### config.mk
export PLATFORM = sky130hd
export DESIGN_NAME = cfgbank_smbus_target
export DESIGN_NICKNAME = d
export VERILOG_FILES = /design/src/rtl/smb_cfg_pkg.sv /design/src/rtl/smb_line_sync.sv /design/src/rtl/cfg_regbank.sv /design/src/rtl/smb_xfer_fsm.sv /design/src/rtl/cfgbank_smbus_target.sv
export SDC_FILE = /design/constraint.sdc
export NUM_CORES = 1
export LEC_CHECK = 0
export BUFFER_PORTS_ARGS = -buffer_cell sky130_fd_sc_hd__clkbuf_2
export CORE_ASPECT_RATIO = 0.7
export CORE_MARGIN = 3
export CORE_UTILIZATION = 57
export DETAILED_ROUTE_END_ITERATION = 7
export PLACE_DENSITY = 0.76
export SLEW_MARGIN = 20
export SYNTH_ARGS = -nofsm -noshare
export SYNTH_HDL_FRONTEND = slang
export SYNTH_HIERARCHICAL = 1
export SYNTH_SLANG_ARGS = --single-unit
### constraint.sdc
create_clock -name clk -period 2.85 [get_ports clk]
set_clock_uncertainty 0.2 [all_clocks]
set_input_delay 0 -clock clk [delete_from_list [all_inputs] [get_ports clk]]
set_output_delay 0 -clock clk [all_outputs]
set_load 0.05 [all_outputs]
### src/rtl/smb_cfg_pkg.sv
package smb_cfg_pkg;

    typedef enum logic [2:0] {
        PH_IDLE,
        PH_RX,
        PH_RX_ACK,
        PH_TX,
        PH_TX_ACK
    } phase_e;

    typedef enum logic [1:0] {
        FLD_ADDR,
        FLD_INDEX,
        FLD_COUNT,
        FLD_DATA
    } field_e;

    localparam logic [6:0] DEV_ADDR7    = 7'h6A;
    localparam int         IDX_CTL      = 0;
    localparam int         IDX_IDENT    = 3;
    localparam int         IDX_DEVID    = 4;
    localparam int         IDX_RDCNT    = 5;
    localparam logic [7:0] CTL_RESET    = 8'h83;
    localparam logic [7:0] IDENT_VALUE  = 8'h11;
    localparam logic [7:0] DEVID_VALUE  = 8'h06;
    localparam logic [7:0] RDCNT_RESET  = 8'h06;
    localparam int         BIT_PINSEL   = 7;
    localparam int         BIT_BW       = 1;
    localparam int         BIT_PLLON    = 0;

endpackage

### src/rtl/smb_line_sync.sv
module smb_line_sync #(
    parameter int STAGES = 2
) (
    input  logic clk,
    input  logic rst_n,
    input  logic scl_i,
    input  logic sda_i,
    output logic sda_lvl,
    output logic scl_rise,
    output logic scl_fall,
    output logic cond_start,
    output logic cond_stop
);
    localparam int TOP = STAGES - 1;

    typedef struct packed {
        logic [TOP:0] scl;
        logic [TOP:0] sda;
        logic         scl_p;
        logic         sda_p;
    } sync_t;

    sync_t d, q;
    logic  scl_now;

    always_comb begin
        d       = q;
        d.scl   = {q.scl[TOP-1:0], scl_i};
        d.sda   = {q.sda[TOP-1:0], sda_i};
        d.scl_p = q.scl[TOP];
        d.sda_p = q.sda[TOP];
    end

    always_ff @(posedge clk or negedge rst_n) begin
        if (!rst_n) q <= '1;
        else        q <= d;
    end

    assign scl_now    = q.scl[TOP];
    assign sda_lvl    = q.sda[TOP];
    assign scl_rise   = scl_now & ~q.scl_p;
    assign scl_fall   = ~scl_now & q.scl_p;
    assign cond_start = scl_now & q.scl_p & q.sda_p & ~sda_lvl;
    assign cond_stop  = scl_now & q.scl_p & ~q.sda_p & sda_lvl;

endmodule

### src/rtl/cfg_regbank.sv
module cfg_regbank
    import smb_cfg_pkg::*;
#(
    parameter int DW   = 8,
    parameter int NREG = 6,
    parameter int IW   = 8
) (
    input  logic          clk,
    input  logic          rst_n,
    input  logic          wr_en,
    input  logic [IW-1:0] wr_idx,
    input  logic [DW-1:0] wr_data,
    input  logic [IW-1:0] rd_idx,
    output logic [DW-1:0] rd_data,
    output logic [DW-1:0] cnt_val,
    output logic          pin_sel,
    output logic          bw_high,
    output logic          pll_on
);
    localparam int AW = $clog2(NREG);

    typedef struct packed {
        logic [NREG-1:0][DW-1:0] r;
    } bank_t;

    function automatic logic [NREG-1:0][DW-1:0] reset_image();
        logic [NREG-1:0][DW-1:0] img;
        img            = '0;
        img[IDX_CTL]   = DW'(CTL_RESET);
        img[IDX_IDENT] = DW'(IDENT_VALUE);
        img[IDX_DEVID] = DW'(DEVID_VALUE);
        img[IDX_RDCNT] = DW'(RDCNT_RESET);
        return img;
    endfunction

    localparam logic [NREG-1:0][DW-1:0] RST_IMG = reset_image();

    bank_t         d, q;
    logic [NREG-1:0] writable;

    // per-register write permission; identity bytes are fixed
    for (genvar g = 0; g < NREG; g++) begin : g_perm
        if (g == IDX_IDENT || g == IDX_DEVID) begin : g_ro
            assign writable[g] = 1'b0;
        end else begin : g_rw
            assign writable[g] = 1'b1;
        end
    end

    always_comb begin
        d = q;
        if (wr_en && (wr_idx < IW'(NREG)) && writable[wr_idx[AW-1:0]])
            d.r[wr_idx[AW-1:0]] = wr_data;
    end

    always_ff @(posedge clk or negedge rst_n) begin
        if (!rst_n) q <= '{r: RST_IMG};
        else        q <= d;
    end

    assign rd_data = (rd_idx < IW'(NREG)) ? q.r[rd_idx[AW-1:0]] : '0;
    assign cnt_val = q.r[IDX_RDCNT];
    assign pin_sel = q.r[IDX_CTL][BIT_PINSEL];
    assign bw_high = q.r[IDX_CTL][BIT_BW];
    assign pll_on  = q.r[IDX_CTL][BIT_PLLON];

endmodule

### src/rtl/smb_xfer_fsm.sv
module smb_xfer_fsm
    import smb_cfg_pkg::*;
#(
    parameter int         DW    = 8,
    parameter int         IW    = 8,
    parameter logic [6:0] ADDR7 = DEV_ADDR7
) (
    input  logic          clk,
    input  logic          rst_n,
    input  logic          scl_rise,
    input  logic          scl_fall,
    input  logic          sda_lvl,
    input  logic          cond_start,
    input  logic          cond_stop,
    input  logic [DW-1:0] rd_data,
    input  logic [DW-1:0] cnt_val,
    output logic          sda_oe,
    output logic          wr_en,
    output logic [IW-1:0] wr_idx,
    output logic [DW-1:0] wr_data,
    output logic [IW-1:0] rd_idx
);
    localparam int BW = $clog2(DW + 1);

    typedef struct packed {
        phase_e        ph;
        field_e        fld;
        logic [DW-1:0] sh;
        logic [BW-1:0] bits;
        logic [IW-1:0] idx;
        logic [DW-1:0] wr_left;
        logic [DW-1:0] rd_left;
        logic          rd_mode;
        logic          ack_ok;
        logic          oe;
    } fsm_t;

    fsm_t d, q;
    logic wr_pulse;

    always_comb begin
        d        = q;
        wr_pulse = 1'b0;
        if (cond_start) begin
            d.ph   = PH_RX;
            d.fld  = FLD_ADDR;
            d.bits = '0;
            d.oe   = 1'b0;
        end else if (cond_stop) begin
            d.ph = PH_IDLE;
            d.oe = 1'b0;
        end else begin
            unique case (q.ph)
                PH_RX: begin
                    if (scl_rise && q.bits < BW'(DW)) begin
                        d.sh   = {q.sh[DW-2:0], sda_lvl};
                        d.bits = q.bits + 1'b1;
                    end else if (scl_fall && q.bits == BW'(DW)) begin
                        d.oe = 1'b1;
                        d.ph = PH_RX_ACK;
                        unique case (q.fld)
                            FLD_ADDR: begin
                                if (q.sh[DW-1:1] == ADDR7) begin
                                    d.rd_mode = q.sh[0];
                                end else begin
                                    d.oe = 1'b0;
                                    d.ph = PH_IDLE;
                                end
                            end
                            FLD_INDEX: d.idx     = IW'(q.sh);
                            FLD_COUNT: d.wr_left = q.sh;
                            default: begin
                                if (q.wr_left != '0) begin
                                    wr_pulse  = 1'b1;
                                    d.idx     = q.idx + 1'b1;
                                    d.wr_left = q.wr_left - 1'b1;
                                end else begin
                                    d.oe = 1'b0;
                                    d.ph = PH_IDLE;
                                end
                            end
                        endcase
                    end
                end
                PH_RX_ACK: begin
                    if (scl_fall) begin
                        d.oe   = 1'b0;
                        d.bits = '0;
                        if (q.fld == FLD_ADDR && q.rd_mode) begin
                            d.ph      = PH_TX;
                            d.sh      = cnt_val;
                            d.rd_left = cnt_val;
                            d.oe      = ~cnt_val[DW-1];
                        end else begin
                            d.ph = PH_RX;
                            unique case (q.fld)
                                FLD_ADDR:  d.fld = FLD_INDEX;
                                FLD_INDEX: d.fld = FLD_COUNT;
                                default:   d.fld = FLD_DATA;
                            endcase
                        end
                    end
                end
                PH_TX: begin
                    if (scl_rise) begin
                        d.bits = q.bits + 1'b1;
                    end else if (scl_fall) begin
                        if (q.bits == BW'(DW)) begin
                            d.oe = 1'b0;
                            d.ph = PH_TX_ACK;
                        end else begin
                            d.sh = {q.sh[DW-2:0], 1'b0};
                            d.oe = ~q.sh[DW-2];
                        end
                    end
                end
                PH_TX_ACK: begin
                    if (scl_rise) begin
                        d.ack_ok = ~sda_lvl;
                    end else if (scl_fall) begin
                        d.bits = '0;
                        if (q.ack_ok && q.rd_left != '0) begin
                            d.ph      = PH_TX;
                            d.sh      = rd_data;
                            d.oe      = ~rd_data[DW-1];
                            d.idx     = q.idx + 1'b1;
                            d.rd_left = q.rd_left - 1'b1;
                        end else begin
                            d.ph = PH_IDLE;
                        end
                    end
                end
                default: ;
            endcase
        end
    end

    always_ff @(posedge clk or negedge rst_n) begin
        if (!rst_n) begin
            q         <= '0;
            q.ph      <= PH_IDLE;
            q.fld     <= FLD_ADDR;
        end else begin
            q <= d;
        end
    end

    assign sda_oe  = q.oe;
    assign wr_en   = wr_pulse;
    assign wr_idx  = q.idx;
    assign wr_data = q.sh;
    assign rd_idx  = q.idx;

endmodule

### src/rtl/cfgbank_smbus_target.sv
module cfgbank_smbus_target
    import smb_cfg_pkg::*;
#(
    parameter int DW          = 8,
    parameter int NREG        = 6,
    parameter int IW          = 8,
    parameter int SYNC_STAGES = 2
) (
    input  logic clk,
    input  logic rst_n,
    input  logic scl_i,
    input  logic sda_i,
    output logic sda_oe,
    output logic pll_pin_ctrl,
    output logic pll_bw_high,
    output logic pll_enable
);
    logic          sda_lvl, scl_rise, scl_fall, cond_start, cond_stop;
    logic          wr_en;
    logic [IW-1:0] wr_idx, rd_idx;
    logic [DW-1:0] wr_data, rd_data, cnt_val;

    smb_line_sync #(.STAGES(SYNC_STAGES)) u_sync (
        .clk        (clk),
        .rst_n      (rst_n),
        .scl_i      (scl_i),
        .sda_i      (sda_i),
        .sda_lvl    (sda_lvl),
        .scl_rise   (scl_rise),
        .scl_fall   (scl_fall),
        .cond_start (cond_start),
        .cond_stop  (cond_stop)
    );

    smb_xfer_fsm #(.DW(DW), .IW(IW), .ADDR7(DEV_ADDR7)) u_fsm (
        .clk        (clk),
        .rst_n      (rst_n),
        .scl_rise   (scl_rise),
        .scl_fall   (scl_fall),
        .sda_lvl    (sda_lvl),
        .cond_start (cond_start),
        .cond_stop  (cond_stop),
        .rd_data    (rd_data),
        .cnt_val    (cnt_val),
        .sda_oe     (sda_oe),
        .wr_en      (wr_en),
        .wr_idx     (wr_idx),
        .wr_data    (wr_data),
        .rd_idx     (rd_idx)
    );

    cfg_regbank #(.DW(DW), .NREG(NREG), .IW(IW)) u_bank (
        .clk     (clk),
        .rst_n   (rst_n),
        .wr_en   (wr_en),
        .wr_idx  (wr_idx),
        .wr_data (wr_data),
        .rd_idx  (rd_idx),
        .rd_data (rd_data),
        .cnt_val (cnt_val),
        .pin_sel (pll_pin_ctrl),
        .bw_high (pll_bw_high),
        .pll_on  (pll_enable)
    );

endmodule

# Yosys cells after proc, flatten, opt, wreduce, memory -nomap -nowiden
# Memory sizes are Yosys's and may differ from the RTL's.
# Cells that the tools add are included.
# word_totals
reg_bits,98
mem_bits_ro,8
in_bits,4
out_inout_bits,4
word_cells,196
memories,1
# mem_list
name,depth,width,rd,rd_clocked_by_memory_dff,write_ports,line,text
(no name shown),8,1,1,0,0,cfg_regbank.sv:52,if (wr_en && (wr_idx < IW'(NREG)) && writable[wr_idx[AW-1:0]])
# op_classes
addsub,4
order_cmp,4
eq_ne,37
n_mux,80
bitwise,18
n_reduce_logical,32
# ops
op,n
2-to-1 mux 8 bit,14
case mux 8 bit (2 select lines),4
bitwise mux 48 bit,1
2-to-1 mux 16 bit,3
case mux 12 bit (4 select lines),1
2-to-1 mux 20 bit,2
2-to-1 mux 40 bit,1
2-to-1 mux 1 bit,28
binary-select mux 8 bit (select 3 bit),1
demux 8 bit (select 3 bit),1
2-to-1 mux 3 bit,8
inequality test 4 x 3 -> 1 bit (second input constant),6
AND reduction 7 bit,3
AND reduction 9 bit,2
2-to-1 mux 17 bit,1
nonzero test 8 bit,2
subtractor 8 x 1 -> 8 bit (second input constant),2
inequality test 3 x 2 -> 1 bit (second input constant),5
inequality test 2 x 1 -> 1 bit (second input constant),7
inequality test 2 bit (second input constant),7
2-to-1 mux 12 bit,1
2-to-1 mux 2 bit,6
inequality test 4 bit (second input constant),3
case mux 3 bit (4 select lines),1
34 further kinds,65

# Depth between registers and ports, before layout
# Gate-level depths: netlist of run 1.
# depth
word_depth,10
mapped_depth,10
depth_no_buf,8

# Hierarchy
# The synthesis of run 1 kept the hierarchy.
# modules_own_cells
module,instances,cells_per_inst,area_each_um2,seq_area_each_um2
smb_xfer_fsm,1,376,3186.8,1101.1
cfg_regbank,1,171,2252.2,1212.4
smb_line_sync,1,10,190.2,157.7

# Least setup slack after synthesis of run 1
# Ideal clock, no wire load.
# synth_path
path_kind,reg2reg
startpoint,"register u_sync.q, in the netlist u_sync/sda_lvl"
endpoint,"register u_bank.q, in the netlist u_bank/cnt_val[0]"
setup_ns,0.125
arrival_ns,2.664
t_required_ns,2.525
slack_ns,-0.138
path_stages_with_launch,9
path_buffers,1
synth_period_minus_slack_ns,2.988
cell_sequence,dfstp_2 and4b_1 or4b_1 nor3_1 and3_1 nor3b_2 and4_2 buf_6 mux2_2
# synth_between
elab_chain_len,5
elab_cells_between_ends,7
classes_between,2 x mux; 3 x bitwise; 2 x reduce/logical
# synth_rtl
item,line,text
start: declaration,smb_line_sync.sv:23,"sync_t d, q;"
start signal: assignment,smb_line_sync.sv:35,if (!rst_n) q <= '1;
start signal: assignment,smb_line_sync.sv:36,else q <= d;
inverter 1 bit,smb_line_sync.sv:43,assign cond_start = scl_now & q.scl_p & q.sda_p & ~sda_lvl;
AND 1 bit,smb_line_sync.sv:43,
named net cond_start,cfgbank_smbus_target.sv:18,"logic sda_lvl, scl_rise, scl_fall, cond_start, cond_stop;"
2-to-1 mux 1 bit,smb_xfer_fsm.sv:44,if (cond_start) begin
named net wr_en,cfgbank_smbus_target.sv:19,logic wr_en;
logical AND 1 bit (2 in series),cfg_regbank.sv:52,
end signal: assignment,cfg_regbank.sv:57,if (!rst_n) q <= '{r: RST_IMG};
end: declaration,cfg_regbank.sv:38,"bank_t d, q;"
# The timed path passes the listed nets, and every way through them passes these cells.
# A chain may end at the register's enable or synchronous reset.

# Worst setup path in the final report of run 1
# Same ends and word-level chain as after synthesis.

==> run summary, run 1 <==
RSZ-0062 raised after global routing -> yes
post-route ant nets -> 0
initial antenna violation count -> 0
FF-to-FF Start -> u_sync/sda_lvl$_DFF_PN1_
share of post-route cells with drive strength above 1 -> 24.4%
Residual DRC -> 0
worst vdd ir -> 607 µV
core area -> 9330 µm²
status -> finished, violations left
WS Path Type -> register to register
violated checks -> negative setup slack
Post-Syn Instances -> 557
setup violators final -> 15
Max Fclk -> 0.346 GHz
critical path peak fanout -> 8
grt ovf -> 0
gpl congestion -> 0.922
Synth warnings -> 6
LEAKAGE -> 2.69 nW
iteration count of the initial detailed-routing pass -> 5
metal2 WL -> 5.99 mm
clk_lat worst skew -> 0.34 ns
cell taking the most area after synthesis -> dfrtp_1
fin. max-slew vios -> 0
# diodes -> 0
DP Cell Count -> 647
first-pass GRT wire length -> 22.3 mm
worst path arrival time -> 2.92 ns
Hold WS -> 0.0761 ns
IO buf count -> 7
TritonCTS buffer count -> 9
clock slew at reported path FFs -> 0.07 ns
CTS root buf -> clkbuf_16
startpoint types -> register
number of flops mapped to enable cells by yosys -> 0
Finished Layout Cells -> 670
Rel. slew slack -> 48.1%
most frequent cells in the layout -> 83 x dfrtp_1, 45 x mux2_2, 39 x nor2_1, 39 x o21ai_0, 33 x buf_4
M1 WL -> 6.24 mm
clk buf depth -> 2
setup ws final -> -0.0443 ns
CP required -> 2.88 ns
Final Critical Period -> 2.89 ns
via count -> 4351
Max H-tree Level -> 3
hpwl dp -> 9.67 mm
post-synthesis cell type count -> 68
DRT iter0 DRCs -> 469
DR WL met3 -> 1.21 mm
drt total wl -> 13.8 mm
Critical path origin -> u_sync/sda_lvl$_DFF_PN1_
Multi-input gate area -> 2730 µm²
row cnt -> 29
Tcrit/Tclk final -> 102%
Top-Level Pins -> 8
largest net degree at the start of global routing -> 62
top-area cell type share of the netlist area -> 36.9%
slew of the pin with the lowest slew margin -> 0.778 ns
Die Y -> 89.1 µm
total clock sinks -> 98
drt via density -> 6.49
setup TNS -> -0.498 ns
synthesized area -> 5630 µm²
#FFs+latches synth -> 98
prevailing post-synth register cell -> dfrtp_1
Syn Nets -> 573
wire length per cell -> 20.5 µm
worst min-delay path class -> input pin to asynchronous set/reset pin
nets -> 557
FF-to-FF path depth -> 7
CTS tree -> done
ranking of synthesized cells by area -> dfrtp_1 37%, mux2_2 9.2%, dfstp_2 7.0%
Final Hold Violating Endpoints -> 0
fillers -> 711
top sig layer -> met4
Place WS -> -0.0629 ns
synthesis-to-layout area growth -> 7.22%
Synth async-reset ratio -> 100%
Critical Path Sink Type -> register
Power per Cell Area -> 961 nW/µm²
Reg area -> 2470 µm²
post-synthesis sequential area ratio -> 43.9%
chip width -> 125 µm
total die area -> 11100 µm²
vias in the first global route -> 4236
total track usage -> 25.8%
Syn Area/Cell -> 10.1 µm²
commonest non-fill, non-tap cell in the layout -> dfrtp_1
Starting Density -> 60.4%
max-cap violations -> 0
Yosys cell counts (13+ instances only):
| master | count |
|---|---|
| clkbuf_1 | 23 |
| nand2_1 | 30 |
| dfrtp_1 | 83 |
| a22oi_1 | 13 |
| buf_4 | 34 |
| nor3_1 | 13 |
| nor2_1 | 39 |
| mux2_2 | 46 |
| inv_1 | 19 |
| mux2i_1 | 26 |
| a21oi_1 | 26 |
| dfstp_2 | 15 |
| o21ai_0 | 40 |
final timing paths:
check | endpoint | slack [ns]
worst max-delay path | u_bank/cnt_val[0]$_DFFE_PN0P_ | -0.04
worst min-delay path | u_fsm/rd_idx[1]$_DFFE_PN0P_ | 0.08
worst max register to register | u_bank/cnt_val[0]$_DFFE_PN0P_ | -0.04
worst min register to register | u_sync/d[1]$_DFF_PN1_ | 0.16
max in group asynchronous | u_bank/cnt_val[1]$_DFFE_PN1P_ | 1.54
min in group clk | u_sync/d[3]$_DFF_PN1_ | 0.09
power breakdown:
| group | leakage, nW | total [mW] | internal (mW) | switching, mW |
|---|---|---|---|---|
| clock network | 0.143 | 1.22 | 0.705 | 0.510 |
| logic | 1.27 | 2.62 | 1.06 | 1.56 |
| registers | 1.28 | 1.96 | 1.61 | 0.355 |
| total | 2.69 | 5.80 | 3.38 | 2.43 |
area by class of cell:
class	count	share of cell area, %
repair buffers	42	5.10
clock buffers	12	4.08
inverters	20	1.24
flip-flops and latches	98	40.9
multi-input cells	370	45.2
well taps	124	2.57
clock inverters	4	0.850
sequential cells by signal, indices dropped and copies added (netlist names):
register	flops
u_bank/bw_high	1
u_bank/cnt_val	8
u_bank/pin_sel	1
u_bank/pll_on	1
u_bank/q	37
u_fsm/q	27
u_fsm/rd_idx	8
u_fsm/sda_oe	1
u_fsm/wr_data	8
u_sync/d	3
u_sync/q	2
u_sync/sda_lvl	1
worst max-delay path: stages, from the launching register on:
cell     delay, ns
dfstp_2       0.53
and4b_2       0.23
or4b_4        0.50
nor3_4        0.14
and3_4        0.22
nor3b_4       0.27
and4_4        0.34
mux2_2        0.35
layer usage:
metal / vias to the layer above / GRT usage [%]
met3: 31 / 7.10
li1: 1966 / -
met2: 222 / 38.2
met1: 2132 / 36.7
met4: 0 / 9.55
met5: - / 0
cell families (layout without fill, tap and decap cells):
| group | after synthesis | count (layout) | synth area share (%) |
|---|---|---|---|
| xor gates and xnor gates | 1 | 1 | 0.156 |
| muxes | 72 | 72 | 13.8 |
| buffers and inverters | 89 | 78 | 8.56 |
| and+or+nand+nor | 153 | 153 | 15.7 |
| adders and majority gates | 12 | 12 | 2.67 |
| DFF | 98 | 98 | 43.9 |
| AOI/OAI and AO/OA | 132 | 132 | 15.2 |
metrics by stage:
step                area, µm²  utilization [%]  power (mW)
finish                   6040             64.7        5.80
global route             6040             64.7        6.16
floorplan                5650                -        3.79
global placement         5640             60.5        4.34
detailed placement       5640             60.5        4.45
CTS                      5990             64.2        5.72
what timing repair did:
| item | 4_1_cts | 5_1_grt |
|---|---|---|
| pin swaps | 3 | 4 |
| endpoints found under the hold margin | 61 | 0 |
| gates cloned | 0 | 0 |
| endpoints found under the setup margin | 16 | 29 |
| gates resized for setup | 3 | 3 |
| setup buffers | 1 | 3 |
| hold buffers | 3 | 0 |
Note: power is estimated with default switching activity, not from simulation.
==> run 2, diff against run 1 <==
Settings changed: SKIP_LAST_GASP from default to 1.
==> run summary, run 2 (synthesis gave the netlist of run 1 again) <==
startpoint types -> register
WS Path Type -> register to register
hpwl dp -> 9.67 mm (unchanged)
TritonCTS buffer count -> 9 (unchanged)
most flop-heavy register -> u_bank/q
# diodes -> 0 (unchanged)
Finished Layout Cells -> 670 (unchanged)
commonest non-fill, non-tap cell in the layout -> dfrtp_1
iteration count of the initial detailed-routing pass -> 5 (unchanged)
Max H-tree Level -> 3 (unchanged)
fillers -> 711 (unchanged)
FF-to-FF Start -> u_sync/sda_lvl$_DFF_PN1_
Largest register FFs -> 37 (unchanged)
RR Endpoint -> u_bank/cnt_val[3]$_DFFE_PN0P_
wire length per cell -> 20.6 µm (+0.17%)
worst vdd ir -> 608 µV (+0.26%)
post-route ant nets -> 0 (unchanged)
CTS tree -> done
row cnt -> 29 (unchanged)
drt via density -> 6.47 (-0.32%)
Power per Cell Area -> 961 nW/µm² (about the same)
Critical path origin -> u_sync/sda_lvl$_DFF_PN1_
Tcrit/Tclk final -> 102% (about the same)
chip width -> 125 µm (unchanged)
Rel. slew slack -> 48.2% (+0.092 points)
CP endpoint -> u_bank/cnt_val[3]$_DFFE_PN0P_
Residual DRC -> 0 (unchanged)
max-cap violations -> 0 (unchanged)
nets -> 557 (unchanged)
FF-to-FF path depth -> 7 (unchanged)
Critical Path Sink Type -> register
worst path arrival time -> 2.93 ns (about the same)
setup ws final -> -0.0454 ns (-0.00112 ns)
critical path peak fanout -> 8 (unchanged)
IO buf count -> 7 (unchanged)
Final Hold Violating Endpoints -> 0 (unchanged)
Switching Share -> 41.8% (about the same)
clk buf depth -> 2 (unchanged)
largest registers -> u_bank/q (37), u_fsm/q (27)
largest net degree at the start of global routing -> 62 (unchanged)
total die area -> 11100 µm² (unchanged)
combinational group share of total power -> 45.2% (about the same)
violated checks -> negative setup slack
Pint -> 3.38 mW (about the same)
final core utilization -> 64.7% (unchanged)
grt ovf -> 0 (unchanged)
Place WS -> -0.0629 ns (unchanged)
initial antenna violation count -> 0 (unchanged)
Seq pwr share -> 33.8% (about the same)
most frequent cells in the layout -> 83 x dfrtp_1, 45 x mux2_2, 40 x o21ai_0, 39 x nor2_1, 33 x buf_4
Top-Level Pins -> 8 (unchanged)
slew of the pin with the lowest slew margin -> 0.777 ns (-0.00139 ns)
Final Critical Period -> 2.90 ns (+0.00112 ns)
fin. max-slew vios -> 0 (unchanged)
CTS root buf -> clkbuf_16
Die Y -> 89.1 µm (unchanged)
Max Fclk -> 0.345 GHz (about the same)
drt total wl -> 13.8 mm (+0.17%)
DRT iter0 DRCs -> 474 (+1.1%)
R2R Setup Slk -> -0.05 ns (about the same)
status -> finished, violations left
vias in the first global route -> 4236 (unchanged)
total clock sinks -> 98 (unchanged)
total track usage -> 25.8% (unchanged)
clock power share -> 21.0% (about the same)
via count -> 4337 (-0.32%)
CP required -> 2.88 ns (about the same)
switching power -> 2.43 mW (about the same)
clock slew at reported path FFs -> 0.07 ns (about the same)
share of post-route cells with drive strength above 1 -> 24.4% (unchanged)
DP Cell Count -> 647 (unchanged)
Starting Density -> 60.4% (unchanged)
LEAKAGE -> 2.69 nW (about the same)
clk_lat worst skew -> 0.34 ns (about the same)
synthesis-to-layout area growth -> 7.22% (unchanged)
first-pass GRT wire length -> 22.3 mm (unchanged)
setup violators final -> 14 (-1)
gpl congestion -> 0.922 (unchanged)
worst min-delay path class -> input pin to asynchronous set/reset pin
core area -> 9330 µm² (unchanged)
RSZ-0062 raised after global routing -> yes
## run 2: cell counts in the layout (fill, tap and decap cells not counted)
Identical to the previous run, type by type.
## run 2: timing repair
item	in CTS	in global routing
buffers inserted	1	3
pin swaps	2	4
gates resized for setup	2	3
setup endpoints to repair	16	29
cloned	0	0
endpoints found under the hold margin	61	0
hold buffers	3	0
## run 2: final cells by class
| cell class | count | area (µm²) | share of cell area (%) |
|---|---|---|---|
| Clock buffer | 12 | 246 | 4.08 |
| Inverter | 20 | 75.1 | 1.24 |
| Timing Repair Buffer | 42 | 308 | 5.10 |
| Sequential cell | 98 | 2470 | 40.9 |
| Clock inverter | 4 | 51.3 | 0.850 |
| Multi-Input combinational cell | 370 | 2730 | 45.2 |
| Tap cell | 124 | 155 | 2.57 |
## run 2: worst min-delay path by stage
stage,slack (ns),endpoint,cells after the start,from
3_5_place_dp,-0.11,u_sync/d[3]$_DFF_PN1_,1,sda_i
2_1_floorplan,-0.50,u_bank/cnt_val[0]$_DFFE_PN0P_,0,rst_n
3_3_place_gp,-0.11,u_sync/d[3]$_DFF_PN1_,1,sda_i
6_report,0.07,u_fsm/rd_idx[1]$_DFFE_PN0P_,2,rst_n
4_1_cts,0.07,u_sync/d[3]$_DFF_PN1_,2,sda_i
5_1_grt,0.1,u_sync/d[3]$_DFF_PN1_,2,sda_i
## run 2: power groups by stage
stage | sequential [mW] | combinational, mW | clock, mW
after floorplan | 1.84 | 1.95 | 0
after global placement | 1.95 | 2.39 | 0
after detailed placement | 1.97 | 2.49 | 0
after CTS | 1.94 | 2.53 | 1.25
after global routing | 1.99 | 2.85 | 1.32
final | 1.96 | 2.62 | 1.22
## run 2: per-layer routing
layer / vias to the layer above / share of wire (%) / GRT usage (%)
met5: - / 0 / 0
met4: 0 / 2.3 / 9.55
met3: 29 / 8.8 / 7.10
met2: 200 / 44 / 38.2
met1: 2142 / 45 / 36.7
li1: 1966 / - / -
## run 2: worst max-delay path, stage by stage, from the launching register on
cell and delay [ns]:
dfstp_2 0.53, and4b_2 0.23, or4b_4 0.50, nor3_4 0.14, and3_4 0.22, nor3b_4 0.27, and4_4 0.34, mux2_2 0.35
## run 2: per-stage QoR
| stage | hold WS, ns | power, mW | cell area (µm²) | setup TNS (ns) |
|---|---|---|---|---|
| after detailed placement | -0.111 | 4.45 | 5640 | -0.791 |
| after global routing | 0.0972 | 6.15 | 6040 | -1.99 |
| after global placement | -0.111 | 4.34 | 5640 | -0.176 |
| final | 0.0729 | 5.80 | 6040 | -0.508 |
| after floorplan | -0.496 | 3.79 | 5650 | -0.0447 |
| after CTS | 0.0732 | 5.72 | 5990 | -0.424 |
==> run 3, diff against run 2 <==
Settings changed: CORE_UTILIZATION 57 to 59, CTS_BUF_LIST from default to sky130_fd_sc_hd__clkbuf_8, PLACE_DENSITY 0.76 to 0.78.
==> run summary, run 3 (synthesis gave the netlist of run 1 again) <==
status -> finished, violations left
violated checks -> negative setup slack
grt ovf -> 0 (unchanged)
commonest non-fill, non-tap cell in the layout -> dfrtp_1
IO buf count -> 7 (unchanged)
Max H-tree Level -> 3 (unchanged)
Final Critical Period -> 2.92 ns (+0.0280 ns)
largest registers -> u_bank/q (37), u_fsm/q (27)
share of post-route cells with drive strength above 1 -> 24.2% (-0.14 points)
Critical path origin -> u_sync/q[0]$_DFF_PN1_
slowest CP cell -> or4b_4
CP required -> 2.91 ns (+0.03 ns)
RR Endpoint -> u_bank/cnt_val[3]$_DFFE_PN0P_
CP endpoint -> u_bank/cnt_val[3]$_DFFE_PN0P_
fin. max-slew vios -> 0 (unchanged)
CTS tree -> done
startpoint types -> register
FF-to-FF Start -> u_sync/q[0]$_DFF_PN1_
clk buf depth -> 2 (unchanged)
Top-Level Pins -> 8 (unchanged)
gpl congestion -> 0.894 (-3.0%)
initial antenna violation count -> 0 (unchanged)
nets -> 556 (-0.18%)
Final Instance Area -> 5920 µm² (-2.0%)
TritonCTS buffer count -> 9 (unchanged)
worst path arrival time -> 2.98 ns (+0.05 ns)
setup violators final -> 16 (+2)
largest net degree at the start of global routing -> 86 (+39%)
post-route ant nets -> 0 (unchanged)
clock slew at reported path FFs -> 0.10 ns (+0.03 ns)
drt total wl -> 13.0 mm (-5.6%)
total die area -> 10800 µm² (-3.2%)
synthesis-to-layout area growth -> 5.11%
# diodes -> 0 (unchanged)
critical path peak fanout -> 8 (unchanged)
Tcrit/Tclk final -> 103% (+0.98 points)
RSZ-0062 raised after global routing -> yes
clk_lat worst skew -> 0.36 ns (+0.02 ns)
via count -> 4295 (-0.97%)
DRT iter0 DRCs -> 514 (+8.4%)
hpwl dp -> 9.28 mm (-4.1%)
worst vdd ir -> 603 µV (-0.83%)
FF-to-FF path depth -> 7 (unchanged)
metal2 WL -> 5.57 mm (-7.2%)
Critical Path Max Stage Delay -> 0.54 ns (about the same)
Residual DRC -> 0 (unchanged)
Max Fclk -> 0.342 GHz (-0.96%)
Die Y -> 87.7 µm (-1.6%)
final core utilization -> 64.5% (-0.27 points)
R2R Setup Slk -> -0.07 ns (-0.03 ns)
Starting Density -> 61.3% (+0.95 points)
Worst path depth -> 7 (unchanged)
M1 WL -> 6.08 mm (-2.8%)
setup ws final -> -0.0734 ns (-0.0280 ns)
dpl cell area -> 5620 µm² (-0.40%)
chip width -> 123 µm (-1.6%)
CP Buf/Inv Count -> 0 (unchanged)
worst min-delay path class -> input pin to asynchronous set/reset pin
most frequent cells in the layout -> 83 x dfrtp_1, 45 x mux2_2, 40 x o21ai_0, 39 x nor2_1, 31 x buf_4
most flop-heavy register -> u_bank/q
CTS root buf -> clkbuf_8
total track usage -> 25.5% (-0.28 points)
Critical Path Sink Type -> register
top sig layer -> met4
wire length per cell -> 19.4 µm (-5.4%)
Final Hold Violating Endpoints -> 0 (unchanged)
Power per Cell Area -> 904 nW/µm² (-6.0%)
DR WL met3 -> 1.13 mm (-7.3%)
iteration count of the initial detailed-routing pass -> 5 (unchanged)
first-pass GRT wire length -> 21.3 mm (-4.7%)
total clock sinks -> 98 (unchanged)
Rel. slew slack -> 49.9% (+1.7 points)
worst path cell trace -> and4b_1, or4b_4, nor3_4, and3_4, nor3b_4, and4_4, mux2_2
slew of the pin with the lowest slew margin -> 0.751 ns (-0.0253 ns)
max-cap violations -> 0 (unchanged)
Top delay family on crit path -> simple AND/OR/NAND/NOR gates
vias in the first global route -> 4132 (-2.5%)
LEAKAGE -> 2.64 nW (-1.9%)
WS Path Type -> register to register
drt via density -> 6.42 (-0.82%)
row cnt -> 29 (unchanged)
Largest register FFs -> 37 (unchanged)
core area -> 9180 µm² (-1.6%)
## run 3: cell count changes in the layout (fill, tap and decap cells not counted)
cell,previous run,this run
clkbuf_1,2,0
buf_4,33,31
buf_6,0,1
inv_1,19,21
bufinv_16,1,0
clkinvlp_4,1,2
clkbuf_8,1,11
clkinv_2,1,0
clkbuf_16,9,0
## run 3: worst min path at each step
stage                                         end  slack, ns  cells after the start
floorplan           u_bank/cnt_val[0]$_DFFE_PN0P_      -0.50                      0
global placement            u_sync/d[3]$_DFF_PN1_      -0.11                      1
detailed placement          u_sync/d[5]$_DFF_PN1_      -0.11                      1
CTS                         u_sync/d[3]$_DFF_PN1_       0.04                      2
global route                u_sync/d[3]$_DFF_PN1_       0.06                      2
finish                   u_bank/q[39]$_DFFE_PN0P_       0.05                      2
## run 3: power breakdown
group	switching (mW)	internal [mW]
clock network	0.477	0.361
logic	1.49	1.04
registers	0.371	1.61
## run 3: per-stage QoR
stage,power [mW],std cells,setup TNS [ns],hold WS [ns],setup slack (ns)
floorplan,3.79,557,-0.0447,-0.496,-0.00745
global placement,4.31,644,-0.195,-0.110,-0.0330
detailed placement,4.41,644,-0.846,-0.111,-0.0838
CTS,5.27,665,-0.306,0.0422,-0.0507
global route,5.72,669,-2.71,0.0556,-0.154
finish,5.35,669,-0.842,0.0502,-0.0734
## run 3: what timing repair did
item                                    in CTS  in global routing
pin swaps                                    2                  2
buffers inserted                             2                  4
endpoints found under the setup margin      21                 28
hold buffers                                 3                  0
cloned                                       0                  0
resized for setup                            2                  3
hold endpoints to repair                    71                  0
## run 3: layout make-up
class                      count  area (µm²)
timing repair buffer          41         304
inverter                      20        75.1
fill                         710        3260
multi-input combinational    370        2730
clock inverter                 5        31.3
clock buffer                  11         151
tap                          124         155
sequential                    98        2470
## run 3: metal layers
layer | GRT usage, % | vias to the layer above
li1 | - | 1954
met1 | 38.0 | 2097
met2 | 37.0 | 216
met3 | 5.87 | 28
met4 | 8.33 | 0
met5 | 0 | -
## run 3: worst register-to-register path, stage by stage (launching register included)
cell and delay [ns]:
dfstp_2 0.53, and4b_1 0.20, or4b_4 0.54, nor3_4 0.15, and3_4 0.22, nor3b_4 0.26
and4_4 0.35, mux2_2 0.36
